==> src/rtl/desc_fill_pkg.sv <==
package desc_fill_pkg;

    typedef enum logic [1:0] {
        ST_IDLE  = 2'd0,
        ST_WRITE = 2'd1,
        ST_DONE  = 2'd2
    } fill_state_e;

    // Descriptor type codes in bits [1:0]
    localparam logic [1:0] TYPE_L1_SECTION = 2'b10;
    localparam logic [1:0] TYPE_L2_LARGE   = 2'b01;
    // Bit that marks a first-level section as a supersection
    localparam int SUPER_BIT = 18;

endpackage

==> src/rtl/desc_fill_addr.sv <==
module desc_fill_addr
    import desc_fill_pkg::*;
#(
    parameter int ADDR_W     = 32,
    parameter int DATA_W     = 32,
    parameter int L1_IDX_W   = 12,
    parameter int L2_IDX_W   = 8,
    parameter int PAGE_SHIFT = 12,
    parameter int REP_LOG2   = 4
) (
    input  logic [ADDR_W-1:0] base,
    input  logic [ADDR_W-1:0] vaddr,
    input  logic              level,
    input  logic [DATA_W-1:0] desc,
    output logic [ADDR_W-1:0] start_addr,
    output logic              replicate
);
    localparam int L1_TBL_SHIFT = L1_IDX_W + 2;
    localparam int L2_TBL_SHIFT = L2_IDX_W + 2;

    logic [L1_IDX_W-1:0] l1_idx;
    logic [L2_IDX_W-1:0] l2_idx;
    logic [L1_IDX_W-1:0] l1_idx_use;
    logic [L2_IDX_W-1:0] l2_idx_use;

    always_comb begin
        l1_idx = vaddr[ADDR_W-1 -: L1_IDX_W];
        l2_idx = vaddr[PAGE_SHIFT +: L2_IDX_W];

        if (level == 1'b0)
            replicate = (desc[1:0] == TYPE_L1_SECTION) && desc[SUPER_BIT];
        else
            replicate = (desc[1:0] == TYPE_L2_LARGE);

        l1_idx_use = l1_idx;
        l2_idx_use = l2_idx;
        if (replicate) begin
            l1_idx_use[REP_LOG2-1:0] = '0;
            l2_idx_use[REP_LOG2-1:0] = '0;
        end

        if (level == 1'b0)
            start_addr = {base[ADDR_W-1:L1_TBL_SHIFT], l1_idx_use, 2'b00};
        else
            start_addr = {base[ADDR_W-1:L2_TBL_SHIFT], l2_idx_use, 2'b00};
    end

endmodule

==> src/rtl/desc_fill_seq.sv <==
module desc_fill_seq
    import desc_fill_pkg::*;
#(
    parameter int ADDR_W   = 32,
    parameter int DATA_W   = 32,
    parameter int REP_LOG2 = 4
) (
    input  logic              clk,
    input  logic              rst_n,
    input  logic              cmd_valid,
    input  logic [ADDR_W-1:0] start_addr,
    input  logic              replicate,
    input  logic [DATA_W-1:0] desc,
    input  logic              wr_ready,
    output logic              wr_valid,
    output logic [ADDR_W-1:0] wr_addr,
    output logic [DATA_W-1:0] wr_data,
    output logic              done
);
    localparam logic [REP_LOG2-1:0] LAST_CNT = '1;
    localparam logic [ADDR_W-1:0]   WORD_STEP = ADDR_W'(4);

    fill_state_e state_q, state_d;
    logic [REP_LOG2-1:0] left_q;
    logic [ADDR_W-1:0]   addr_q;
    logic [DATA_W-1:0]   data_q;
    logic cmd_take, copy_next, copy_last;

    assign cmd_take  = (state_q == ST_IDLE) && cmd_valid;
    assign copy_next = (state_q == ST_WRITE) && wr_ready && (left_q != '0);
    assign copy_last = (state_q == ST_WRITE) && wr_ready && (left_q == '0);

    // State register
    always_ff @(posedge clk) begin
        if (!rst_n) state_q <= ST_IDLE;
        else        state_q <= state_d;
    end

    // Next state
    always_comb begin
        state_d = state_q;
        unique case (state_q)
            ST_IDLE:  if (cmd_take)  state_d = ST_WRITE;
            ST_WRITE: if (copy_last) state_d = ST_DONE;
            ST_DONE:                 state_d = ST_IDLE;
            default:                 state_d = ST_IDLE;
        endcase
    end

    // Outputs
    always_comb begin
        wr_valid = 1'b0;
        done     = 1'b0;
        unique case (state_q)
            ST_IDLE:  ;
            ST_WRITE: wr_valid = 1'b1;
            ST_DONE:  done     = 1'b1;
            default:  ;
        endcase
        wr_addr = addr_q;
        wr_data = data_q;
    end

    // Copy counter and address walker
    always_ff @(posedge clk) begin
        if (!rst_n) begin
            left_q <= '0;
            addr_q <= '0;
            data_q <= '0;
        end else if (cmd_take) begin
            left_q <= replicate ? LAST_CNT : '0;
            addr_q <= start_addr;
            data_q <= desc;
        end else if (copy_next) begin
            left_q <= left_q - 1'b1;
            addr_q <= addr_q + WORD_STEP;
        end
    end

endmodule

==> src/rtl/desc_fill_engine.sv <==
module desc_fill_engine
    import desc_fill_pkg::*;
#(
    parameter int ADDR_W     = 32,
    parameter int DATA_W     = 32,
    parameter int L1_IDX_W   = 12,
    parameter int L2_IDX_W   = 8,
    parameter int PAGE_SHIFT = 12,
    parameter int REP_LOG2   = 4
) (
    input  logic              clk,
    input  logic              rst_n,
    input  logic              cmd_valid,
    input  logic [ADDR_W-1:0] cmd_base,
    input  logic [ADDR_W-1:0] cmd_vaddr,
    input  logic              cmd_level,
    input  logic [DATA_W-1:0] cmd_desc,
    output logic              wr_valid,
    output logic [ADDR_W-1:0] wr_addr,
    output logic [DATA_W-1:0] wr_data,
    input  logic              wr_ready,
    output logic              done
);
    logic [ADDR_W-1:0] start_addr;
    logic              replicate;

    desc_fill_addr #(
        .ADDR_W(ADDR_W), .DATA_W(DATA_W), .L1_IDX_W(L1_IDX_W),
        .L2_IDX_W(L2_IDX_W), .PAGE_SHIFT(PAGE_SHIFT), .REP_LOG2(REP_LOG2)
    ) u_addr (
        .base(cmd_base), .vaddr(cmd_vaddr), .level(cmd_level),
        .desc(cmd_desc), .start_addr(start_addr), .replicate(replicate)
    );

    desc_fill_seq #(
        .ADDR_W(ADDR_W), .DATA_W(DATA_W), .REP_LOG2(REP_LOG2)
    ) u_seq (
        .clk(clk), .rst_n(rst_n), .cmd_valid(cmd_valid),
        .start_addr(start_addr), .replicate(replicate), .desc(cmd_desc),
        .wr_ready(wr_ready), .wr_valid(wr_valid), .wr_addr(wr_addr),
        .wr_data(wr_data), .done(done)
    );

endmodule

==> config.mk <==
export PLATFORM = sky130hd
export DESIGN_NAME = desc_fill_engine
export DESIGN_NICKNAME = d
export VERILOG_FILES = /design/src/rtl/desc_fill_pkg.sv /design/src/rtl/desc_fill_addr.sv /design/src/rtl/desc_fill_seq.sv /design/src/rtl/desc_fill_engine.sv
export SDC_FILE = /design/constraint.sdc
export NUM_CORES = 1
export LEC_CHECK = 0
export ABC_AREA = 1
export BUFFER_PORTS_ARGS = -buffer_cell sky130_fd_sc_hd__buf_4
export CORE_MARGIN = 3
export CORE_UTILIZATION = 53
export CTS_BUF_LIST = sky130_fd_sc_hd__clkbuf_2
export CTS_CLUSTER_DIAMETER = 100
export DETAILED_ROUTE_END_ITERATION = 8
export PLACE_DENSITY = 0.88
export SETUP_SLACK_MARGIN = 0.4
export SYNTH_ARGS = -nofsm -noshare
export SYNTH_HDL_FRONTEND = slang
export SYNTH_SLANG_ARGS = --single-unit
==> constraint.sdc <==
create_clock -name clk -period 3 [get_ports clk]
set_input_delay 0.6 -clock clk [delete_from_list [all_inputs] [get_ports clk]]
set_output_delay 0.6 -clock clk [all_outputs]
set_load 0.005 [all_outputs]
==> results of run 1 <==
[tightest hold or removal path: stages]
cell	delay [ps]
buf_4	80
nor2_1	30
nor2_1	80
[synth_stat cells]
library cell	instances
nand2_2	6
a211oi_1	2
o21ai_2	1
xnor2_1	2
nand2_1	161
or2_2	1
nand4_1	2
o21ai_1	1
conb_1	1
o21ai_0	41
dfxtp_1	68
xor2_1	4
buf_2	8
o211ai_1	2
nor2_4	8
nor2_2	6
nand2_4	2
a21oi_1	31
inv_2	5
buf_6	7
inv_1	41
nor3_1	6
mux2i_1	1
nand3_4	1
and2_1	1
nand3_1	45
nor2_8	2
nor2_1	130
ha_1	2
clkbuf_1	9
a31oi_1	2
buf_4	6
or2_4	1
[registers in the layout (all words and copies together), names as in the netlist]
name           count
u_seq.wr_addr     30
u_seq.state_q      2
u_seq.wr_data     32
u_seq.left_q       4
[per-stage QoR]
step | worst slack (ps) | util | power, W | hold WS [ps] | cells
2_1_floorplan | 1590 | - | 0.00140 | 444 | 607
3_3_place_gp | 980 | 0.705 | 0.00163 | 456 | 820
3_5_place_dp | 916 | 0.705 | 0.00166 | 470 | 820
4_1_cts | 873 | 0.723 | 0.00224 | 254 | 836
5_1_grt | 630 | 0.723 | 0.00237 | 226 | 836
6_report | 852 | 0.723 | 0.00224 | 269 | 836
[cells by family (layout without fill, tap and decap cells)]
kind of cell,after synthesis,after routing,share of synthesized area
AOI/OAI and AO/OA,80,80,0.108
xor gates and xnor gates,6,6,0.0136
adders and majority gates,2,2,0.00647
buffers and inverters,76,209,0.0958
DFF,68,68,0.352
muxes,1,1,0.00259
other,1,2,0.000970
and+or+nand+nor,372,372,0.421
[routing by layer]
metal | track usage | wire length, um | vias up | share of wire
met2 | 0.457 | 5410 | 187 | 0.49
met1 | 0.328 | 4520 | 1971 | 0.41
li1 | - | - | 2167 | -
met5 | 0 | 0 | - | 0
met3 | 0.0754 | 936 | 16 | 0.085
met4 | 0.0791 | 183 | 0 | 0.017
[final timing paths]
| check | start | to | slack (ps) |
|---|---|---|---|
| max | u_seq.left_q[0] | u_seq.left_q[3] | 850 |
| min | cmd_desc[9] | u_seq.wr_data[9] | 270 |
| max reg2reg | u_seq.left_q[0] | u_seq.left_q[3] | 850 |
| min reg2reg | u_seq.left_q[1] | u_seq.left_q[1] | 490 |
[where the power goes]
part,internal (W),leakage [nW],switching (W)
Clock,0.000207,0.0715,0.000392
Combinational,0.000274,1.72,0.000295
Sequential,0.000992,0.561,0.0000800
[cell type report]
cell class | count | area (um^2) | area share
repair buffers | 147 | 1100 | 0.220
inverters | 46 | 173 | 0.0344
multi-input cells | 463 | 2140 | 0.426
well taps | 96 | 120 | 0.0239
clock buffers | 9 | 45.0 | 0.00897
clock inverters | 7 | 82.6 | 0.0164
flip-flops and latches | 68 | 1360 | 0.271
==> key figures, run 1 <==
Floorplan
  • Ports: 167
  • Starting Density: 0.557
  • Die Area: 8360 um^2
  • # rows: 30
  • Die Y: 91.4 um
  • CORE AREA: 6940 um^2
  • Die W: 91.4 um

Detailed routing
  • DRC errors left: 0
  • DR iter-0 viols: 270
  • TritonRoute pass-1 iters: 5
  • Final ANT Viol Nets: 0
  • Vias per cell: 5.19
  • Vias: 4,341
  • DRT Wirelength: 11,100 um
  • Wire per inst: 13.2 um

Synth
  • Synth cell types: 33
  • Cells after synthesis: 606
  • Yosys top cell area share: 0.352
  • Post-Syn Area: 3870 um^2
  • Avg Cell Area, Syn: 6.38 um^2
  • Seq cells post-synth: 68
  • Register area share after synthesis: 0.352
  • Top cells by area, synth: dfxtp_1, nand2_1, nor2_1, nand3_1, o21ai_0
  • Synth warn: 0
  • Leading area contributor after synthesis: dfxtp_1

Power and ir drop
  • Max IR drop VDD: 0.000416 V
  • PD cells: 446 nW/um^2
  • Leakage Power: 2.36 nW

STA
  • Final setup fails: 0
  • Worst Tran Pin Value: 778 ps
  • Slew headroom: 0.481
  • Max Fclk: 466 MHz
  • Min Clock Period, post-route: 2150 ps
  • Fin crit share: 0.716
  • Slew Viols, Final: 0
  • Fin Setup TNS: 0 ps
  • Post-route clock skew: 30.6 ps
  • Final Hold Fails: 0
  • RSZ-0062 raised after global routing: no

Worst hold path
  • Hold Path Cell Cnt: 3
  • Hold crit path type: in -> reg

Cells and area
  • # diodes: 0
  • Area grow syn2layout: 29.9%
  • Most frequent cells in the layout: nand2_1, buf_4, nor2_1
  • Filler Cells Inserted: 571
  • Final nets: 838
  • Final non-filler cell area: 5020 um^2
  • Commonest non-fill, non-tap cell in the layout: nand2_1
  • Layout cell share with drive strength beyond 1: 0.265

Setup path
  • Cell depth of the worst setup path: 11
  • Ordered cell list for the critical path: inv_1, ha_1, nand2_2, nor2_2, nor2_2, nor2_2, inv_1, nand2_1, inv_2, o21ai_1, a21oi_1
  • Crit path largest cell delay: 460 ps
  • CP Buf/Inv Count: 3
  • Worst path slowest cell: nor2_2
  • CP arrival: 2590 ps
  • Setup CP Type: reg -> reg
  • Crit-path most repeated cell: nor2_2
  • Worst Setup End Kind: register
  • Startpoint Class: register
  • Worst-case reg-to-reg path depth: 11
  • Crit Path Max Fanout: 12
  • Cell family with most CP delay: simple AND/OR/NAND/NOR gates
  • Crit path required time: 3440 ps

Place
  • Gpl congestion: 0.905
  • PortBufs: 142
  • Post-DP Area: 4900 um^2
  • Dpl hpwl: 8160 um

Flow run
  • Maxcap violations: 0

Clocking
  • # resized after CTS: 0
  • CTS tree: yes
  • H-tree Lvls: 3
  • Clock tree buffer depth: 2
  • Inserted Clock Buffers: 9
  • Latest clock arrival within the worst-skew pair: 530 ps
  • Clk sinks: 68
  • Worst-path clk slew: 250 ps
  • Postcts setup bufs: 0
  • CTS Hold Bufs: 0
  • CTS root buf: clkbuf_2

Global routing
  • Initial antenna violation count: 0
  • Gr usage total: 0.269
  • Largest net degree at the start of global routing: 46
  • Vias in the first global route: 4,165
  • Grt ovf: 0
  • First-pass GRT wire length: 18,700 um

Outcome
  • Run status: finished clean
Power figures use the tool's default switching activity.
==> run 2, diff against run 1 <==
Settings changed: CORE_UTILIZATION 53 to 45, PLACE_DENSITY 0.88 to 0.79.
Clock period 3 ns to 1.82 ns, I/O delays scaled along.
==> run 2 against run 1 <==
  * Sequential share of layout area decreased by 3.9 points
  * First-iteration DRC count decreased by 8.5%
  * Sequential power increased by 69%
  * Design area increased by 30%
  * Critical path type unchanged
  * Largest power group unchanged
==> key figures, run 2 (synthesis gave the netlist of run 1 again) <==
Setup path
  • Crit Path Max Fanout: 5 (-7)
  • Crit path required time: 2260 ps (-1180 ps)
  • Worst Setup End Kind: register
  • Setup CP Type: reg -> reg
  • CP arrival: 2140 ps (-450 ps)
  • Worst-case reg-to-reg path depth: 8 (-3)
  • Flop2flop setup slack: 120 ps (-730 ps)
  • Startpoint Class: register

Detailed routing
  • Vias: 4,908 (+13%)
  • Vias per cell: 5.30 (+2.1%)
  • DRC errors left: 0 (unchanged)
  • DRT Wirelength: 15,500 um (+40%)
  • DR iter-0 viols: 247 (-8.5%)
  • TritonRoute pass-1 iters: 5 (unchanged)
  • Final ANT Viol Nets: 0 (unchanged)
  • Wire per inst: 16.7 um (+27%)

STA
  • Final setup fails: 0 (unchanged)
  • Final Hold Fails: 0 (unchanged)
  • Slew Viols, Final: 0 (unchanged)
  • Final worst slack: 120 ps (-732 ps)
  • Min Clock Period, post-route: 1700 ps (-448 ps)
  • Fin Setup TNS: 0 ps (unchanged)
  • RSZ-0062 raised after global routing: yes
  • Max Fclk: 588 MHz (+26%)
  • Fin crit share: 0.934 (+0.218)
  • Post-route clock skew: 16.6 ps (-14.0 ps)

Power and ir drop
  • Design Power: 0.00421 W (+88%)
  • Internal power: 0.00271 W (+84%)
  • Sequential power share: 0.430 (-0.048)
  • Clock power frac: 0.183 (-0.084)
  • Leakage Power: 2.97 nW (+26%)
  • Comb power frac: 0.387 (+0.133)
  • Max IR drop VDD: 0.000466 V (+12%)
  • Sw frac: 0.357 (+0.0145)
  • Net Sw Power: 0.00150 W (+96%)
  • PD cells: 648 nW/um^2 (+45%)

Global routing
  • Vias in the first global route: 4,545 (+9.1%)
  • Initial antenna violation count: 0 (unchanged)
  • Grt ovf: 0 (unchanged)
  • Largest net degree at the start of global routing: 28 (-39%)
  • Gr usage total: 0.267 (-0.00205)
  • First-pass GRT wire length: 21,200 um (+14%)

Worst hold path
  • Hold crit path type: in -> reg
  • Hold Path Cell Cnt: 3 (unchanged)

Floorplan
  • Die W: 98.7 um (+8.0%)
  • Ports: 167 (unchanged)
  • CORE AREA: 8300 um^2 (+20%)
  • Starting Density: 0.466 (-0.0909)
  • Die Y: 98.7 um (+8.0%)
  • Die Area: 9740 um^2 (+17%)
  • # rows: 33 (+10%)

Place
  • PortBufs: 142 (unchanged)
  • Dpl hpwl: 8610 um (+5.5%)
  • Post-DP Area: 4980 um^2 (+1.7%)
  • Post-place setup slack: 80.5 ps (-835 ps)
  • Gpl congestion: 0.965 (+6.7%)
  • Cells after DPL: 837 (+2.1%)

Cells and area
  • Commonest non-fill, non-tap cell in the layout: nand2_1
  • Filler Cells Inserted: 505 (-12%)
  • Max reg flops: 32 (unchanged)
  • Fin cells: 926 (+11%)
  • Most frequent cells in the layout: nand2_1, buf_4, nor2_1
  • Layout cell share with drive strength beyond 1: 0.479 (+0.214)
  • Final non-filler cell area: 6510 um^2 (+30%)
  • Area grow syn2layout: 68.3%
  • Final nets: 919 (+9.7%)
  • # diodes: 0 (unchanged)

Clocking
  • Inserted Clock Buffers: 9 (unchanged)
  • Clock tree buffer depth: 2 (unchanged)
  • H-tree Lvls: 3 (unchanged)
  • Clk sinks: 68 (unchanged)
  • Latest clock arrival within the worst-skew pair: 540 ps (about the same)
  • CTS tree: yes
  • Worst-path clk slew: 230 ps (-20 ps)
  • CTS root buf: clkbuf_2

Outcome
  • Run status: finished clean

Flow run
  • Maxcap violations: 0 (unchanged)
[run 2: critical path: stages (launching register included)]
cell	delay (ps)
dfxtp_2	380
inv_2	80
ha_4	150
nand2_4	60
buf_6	120
o21ai_4	250
buf_6	170
o21ai_0	120
a21oi_1	280
[run 2: final timing paths]
check	from	to
worst max-delay path	u_seq.left_q[1]	u_seq.wr_addr[2]
worst min-delay path	cmd_desc[12]	u_seq.wr_data[12]
worst max register to register	u_seq.left_q[1]	u_seq.wr_addr[2]
worst min register to register	u_seq.left_q[2]	u_seq.left_q[2]
[run 2: metrics by stage]
stage | util | hold slack [ps]
after floorplan | - | 444
after global placement | 0.600 | 453
after detailed placement | 0.600 | 472
after CTS | 0.694 | 8.17
after global routing | 0.784 | -24.0
final | 0.784 | 12.2
[run 2: per-layer routing]
layer | vias up | track usage | routed length, um
met3 | 76 | 0.0828 | 1400
met5 | - | 0 | 0
met2 | 268 | 0.463 | 7790
met1 | 2236 | 0.296 | 5580
met4 | 0 | 0.126 | 730
li1 | 2328 | - | -
[run 2: area by class of cell]
class	instances	area [um^2]	share of cell area
Clock inverter	7	43.8	0.00673
Tap cell	105	131	0.0202
Multi-Input combinational cell	463	2440	0.376
Sequential cell	68	1510	0.231
Timing Repair Buffer	228	2160	0.332
Clock buffer	9	45.0	0.00692
Inverter	46	178	0.0273
[run 2: power groups by stage]
stage | Clock (W) | Sequential, W | Combinational [W]
final | 0.000771 | 0.00181 | 0.00163
after floorplan | 0 | 0.00178 | 0.000535
after global routing | 0.000839 | 0.00183 | 0.00175
after CTS | 0.000760 | 0.00176 | 0.00128
after detailed placement | 0 | 0.00179 | 0.000969
after global placement | 0 | 0.00179 | 0.000940
[run 2: what timing repair did]
item | 4_1_cts | 5_1_grt
endpoints found under the setup margin | 67 | 128
pin swaps | 14 | 41
setup buffers | 33 | 26
hold endpoints to repair | 0 | 9
hold buffers | 0 | 9
cloned | 3 | 2
gates resized for setup | 123 | 161
==> run 3, diff against run 2 <==
Settings changed: CORE_ASPECT_RATIO set to 1.4.
==> run 3 against run 2 <==
  * Critical path depth is 2 higher
  * Total power is 6.2% lower
  * Sequential share of layout area grew 1.4 points
  * Final cell count decreased by 4.1%
  * Count of clock-buffer cells in the layout up 2
  * Via count shrank 6.6%
  * Critical path type unchanged
  * First-iteration DRC count fell by 6.5%
  * Wire length down 18%
  * Critical endpoint is now u_seq.wr_addr[16]
==> key figures, run 3 (synthesis gave the netlist of run 1 again) <==
Power and ir drop
  • Sequential power share: 0.448 (+0.018)
  • PD cells: 660 nW/um^2 (+1.9%)
  • Leakage Power: 2.75 nW (-7.4%)
  • Design Power: 0.00395 W (-6.2%)
  • Net Sw Power: 0.00129 W (-14%)
  • Comb power frac: 0.340 (-0.047)
  • Max IR drop VDD: 0.000475 V (+1.9%)
  • Internal power: 0.00266 W (-1.7%)
  • Sw frac: 0.326 (-0.0308)
  • Clock power frac: 0.211 (+0.028)

Clocking
  • CTS tree: yes
  • Clock tree buffer depth: 2 (unchanged)
  • Inserted Clock Buffers: 9 (unchanged)
  • Worst-path clk slew: 190 ps (-40 ps)
  • H-tree Lvls: 3 (unchanged)
  • Clk sinks: 68 (unchanged)
  • Latest clock arrival within the worst-skew pair: 520 ps (-20 ps)
  • CTS root buf: clkbuf_2

Cells and area
  • Max reg flops: 32 (unchanged)
  • Fin cells: 888 (-4.1%)
  • Commonest non-fill, non-tap cell in the layout: nand2_1
  • Filler Cells Inserted: 627 (+24%)
  • Most frequent cells in the layout: nand2_1, buf_4, nor2_1
  • Layout cell share with drive strength beyond 1: 0.408 (-0.0703)
  • Final nets: 885 (-3.7%)
  • # diodes: 0 (unchanged)
  • Area grow syn2layout: 55.1%

STA
  • Fin crit share: 0.859 (-0.0754)
  • Final setup fails: 0 (unchanged)
  • Final worst slack: 257 ps (+137 ps)
  • RSZ-0062 raised after global routing: yes
  • Fin Setup TNS: 0 ps (unchanged)
  • Max Fclk: 640 MHz (+8.8%)
  • Final Hold Fails: 0 (unchanged)
  • Post-route clock skew: 17.9 ps (+1.30 ps)
  • Slew Viols, Final: 0 (unchanged)
  • Min Clock Period, post-route: 1560 ps (-137 ps)

Global routing
  • Largest net degree at the start of global routing: 28 (unchanged)
  • Grt ovf: 0 (unchanged)
  • Initial antenna violation count: 0 (unchanged)
  • First-pass GRT wire length: 19,700 um (-6.9%)
  • Vias in the first global route: 4,434 (-2.4%)
  • Gr usage total: 0.249 (-0.0180)

Detailed routing
  • DRC errors left: 0 (unchanged)
  • Metal-1 WL: 4710 um (-16%)
  • DRT Wirelength: 12,700 um (-18%)
  • TritonRoute pass-1 iters: 5 (unchanged)
  • Final ANT Viol Nets: 0 (unchanged)
  • Met2 wire length: 6470 um (-17%)
  • Vias per cell: 5.16 (-2.6%)
  • Vias: 4,586 (-6.6%)
  • DR iter-0 viols: 231 (-6.5%)
  • Top layer in use: met4
  • Wire per inst: 14.3 um (-15%)
  • Metal3 WL: 1100 um (-21%)

Setup path
  • Worst-case reg-to-reg path depth: 10 (+2)
  • Worst r2r src: u_seq.state_q[0]
  • FF-to-FF End: u_seq.wr_addr[16]
  • Setup CP Type: reg -> reg
  • CP arrival: 2020 ps (-120 ps)
  • Worst Setup End Kind: register
  • Startpoint Class: register
  • Crit Path Max Fanout: 5 (unchanged)
  • Crit path required time: 2280 ps (+20 ps)
  • Flop2flop setup slack: 260 ps (+140 ps)

Worst hold path
  • Hold crit path type: in -> reg
  • Hold Path Cell Cnt: 3 (unchanged)
  • Hold path endpoint: u_seq.wr_data[7]
  • Hold Crit Start: cmd_desc[7]

Flow run
  • Maxcap violations: 0 (unchanged)

Place
  • PortBufs: 142 (unchanged)
  • Gpl congestion: 0.991 (+2.7%)
  • Cells after DPL: 835 (-0.24%)
  • Post-place setup slack: 146 ps (+65.5 ps)
  • Dpl hpwl: 8560 um (-0.55%)

Floorplan
  • Die Area: 9760 um^2 (+0.16%)
  • Ports: 167 (unchanged)
  • # rows: 39 (+18%)
  • Die W: 84.3 um (-15%)
  • Die Y: 116 um (+17%)
  • CORE AREA: 8250 um^2 (-0.63%)
  • Starting Density: 0.469 (+0.00297)

Outcome
  • Run status: finished clean
-- run 3: changes by cell type in the layout (fill, tap and decap cells not counted), sizes merged --
cell and delta:
buf -25, clkinvlp -1, clkbuf +2, dlygate4sd3 -9, bufinv +1, clkinv -3
-- run 3: per-layer routing --
layer | vias to the layer above | GRT usage
met5 | - | 0
met4 | 0 | 0.108
met3 | 35 | 0.0654
met2 | 205 | 0.453
met1 | 2079 | 0.272
li1 | 2267 | -
-- run 3: timing repair --
item | 4_1_cts | 5_1_grt
setup endpoints to repair | 80 | 96
hold buffers | 0 | 0
setup buffers | 24 | 10
pin swaps | 9 | 18
cloned | 1 | 3
gates resized for setup | 91 | 92
-- run 3: layout make-up --
type	instances	area, um^2	area share
clock buffer	11	55.1	0.00918
sequential	68	1470	0.246
timing repair buffer	194	1750	0.291
multi-input combinational	463	2370	0.396
inverter	46	180	0.0301
clock inverter	4	41.3	0.00689
tap	102	128	0.0213
-- run 3: through the flow --
| step | cell area [um^2] | utilization | hold slack [ps] |
|---|---|---|---|
| floorplan | 3870 | - | 444 |
| global placement | 4980 | 0.604 | 451 |
| detailed placement | 4980 | 0.604 | 474 |
| CTS | 5520 | 0.670 | 33.8 |
| global route | 6000 | 0.727 | 33.8 |
| finish | 6000 | 0.727 | 45.3 |
-- run 3: power by group through the flow --
stage	sequential (W)	clock, W	combinational (W)
after global placement	0.00179	0	0.000947
after global routing	0.00179	0.000922	0.00147
final	0.00177	0.000836	0.00135
after detailed placement	0.00180	0	0.000974
after CTS	0.00176	0.000855	0.00116
after floorplan	0.00178	0	0.000535
-- run 3: how the worst max path moves through the flow --
| stage | start | end | slack, ps | cells after the start |
|---|---|---|---|---|
| final | u_seq.state_q[0] | u_seq.wr_addr[16] | 260 | 10 |
| after global routing | u_seq.left_q[0] | u_seq.wr_addr[2] | 200 | 11 |
| after CTS | u_seq.wr_addr[2] | wr_addr[2] | 310 | 2 |
| after detailed placement | u_seq.left_q[0] | u_seq.wr_addr[16] | 150 | 12 |
| after global placement | u_seq.left_q[0] | u_seq.wr_addr[16] | 230 | 12 |
| after floorplan | u_seq.left_q[0] | u_seq.wr_addr[16] | 410 | 11 |
-- run 3: worst max-delay path, stage by stage (launching register included) --
cell     delay [ps]
dfxtp_2         370
or2_4           250
nor2_4          210
buf_6           140
nor2_4           50
inv_4            80
buf_6           130
nand3_1          70
nand3_1          90
nand2_1          60
inv_1            60
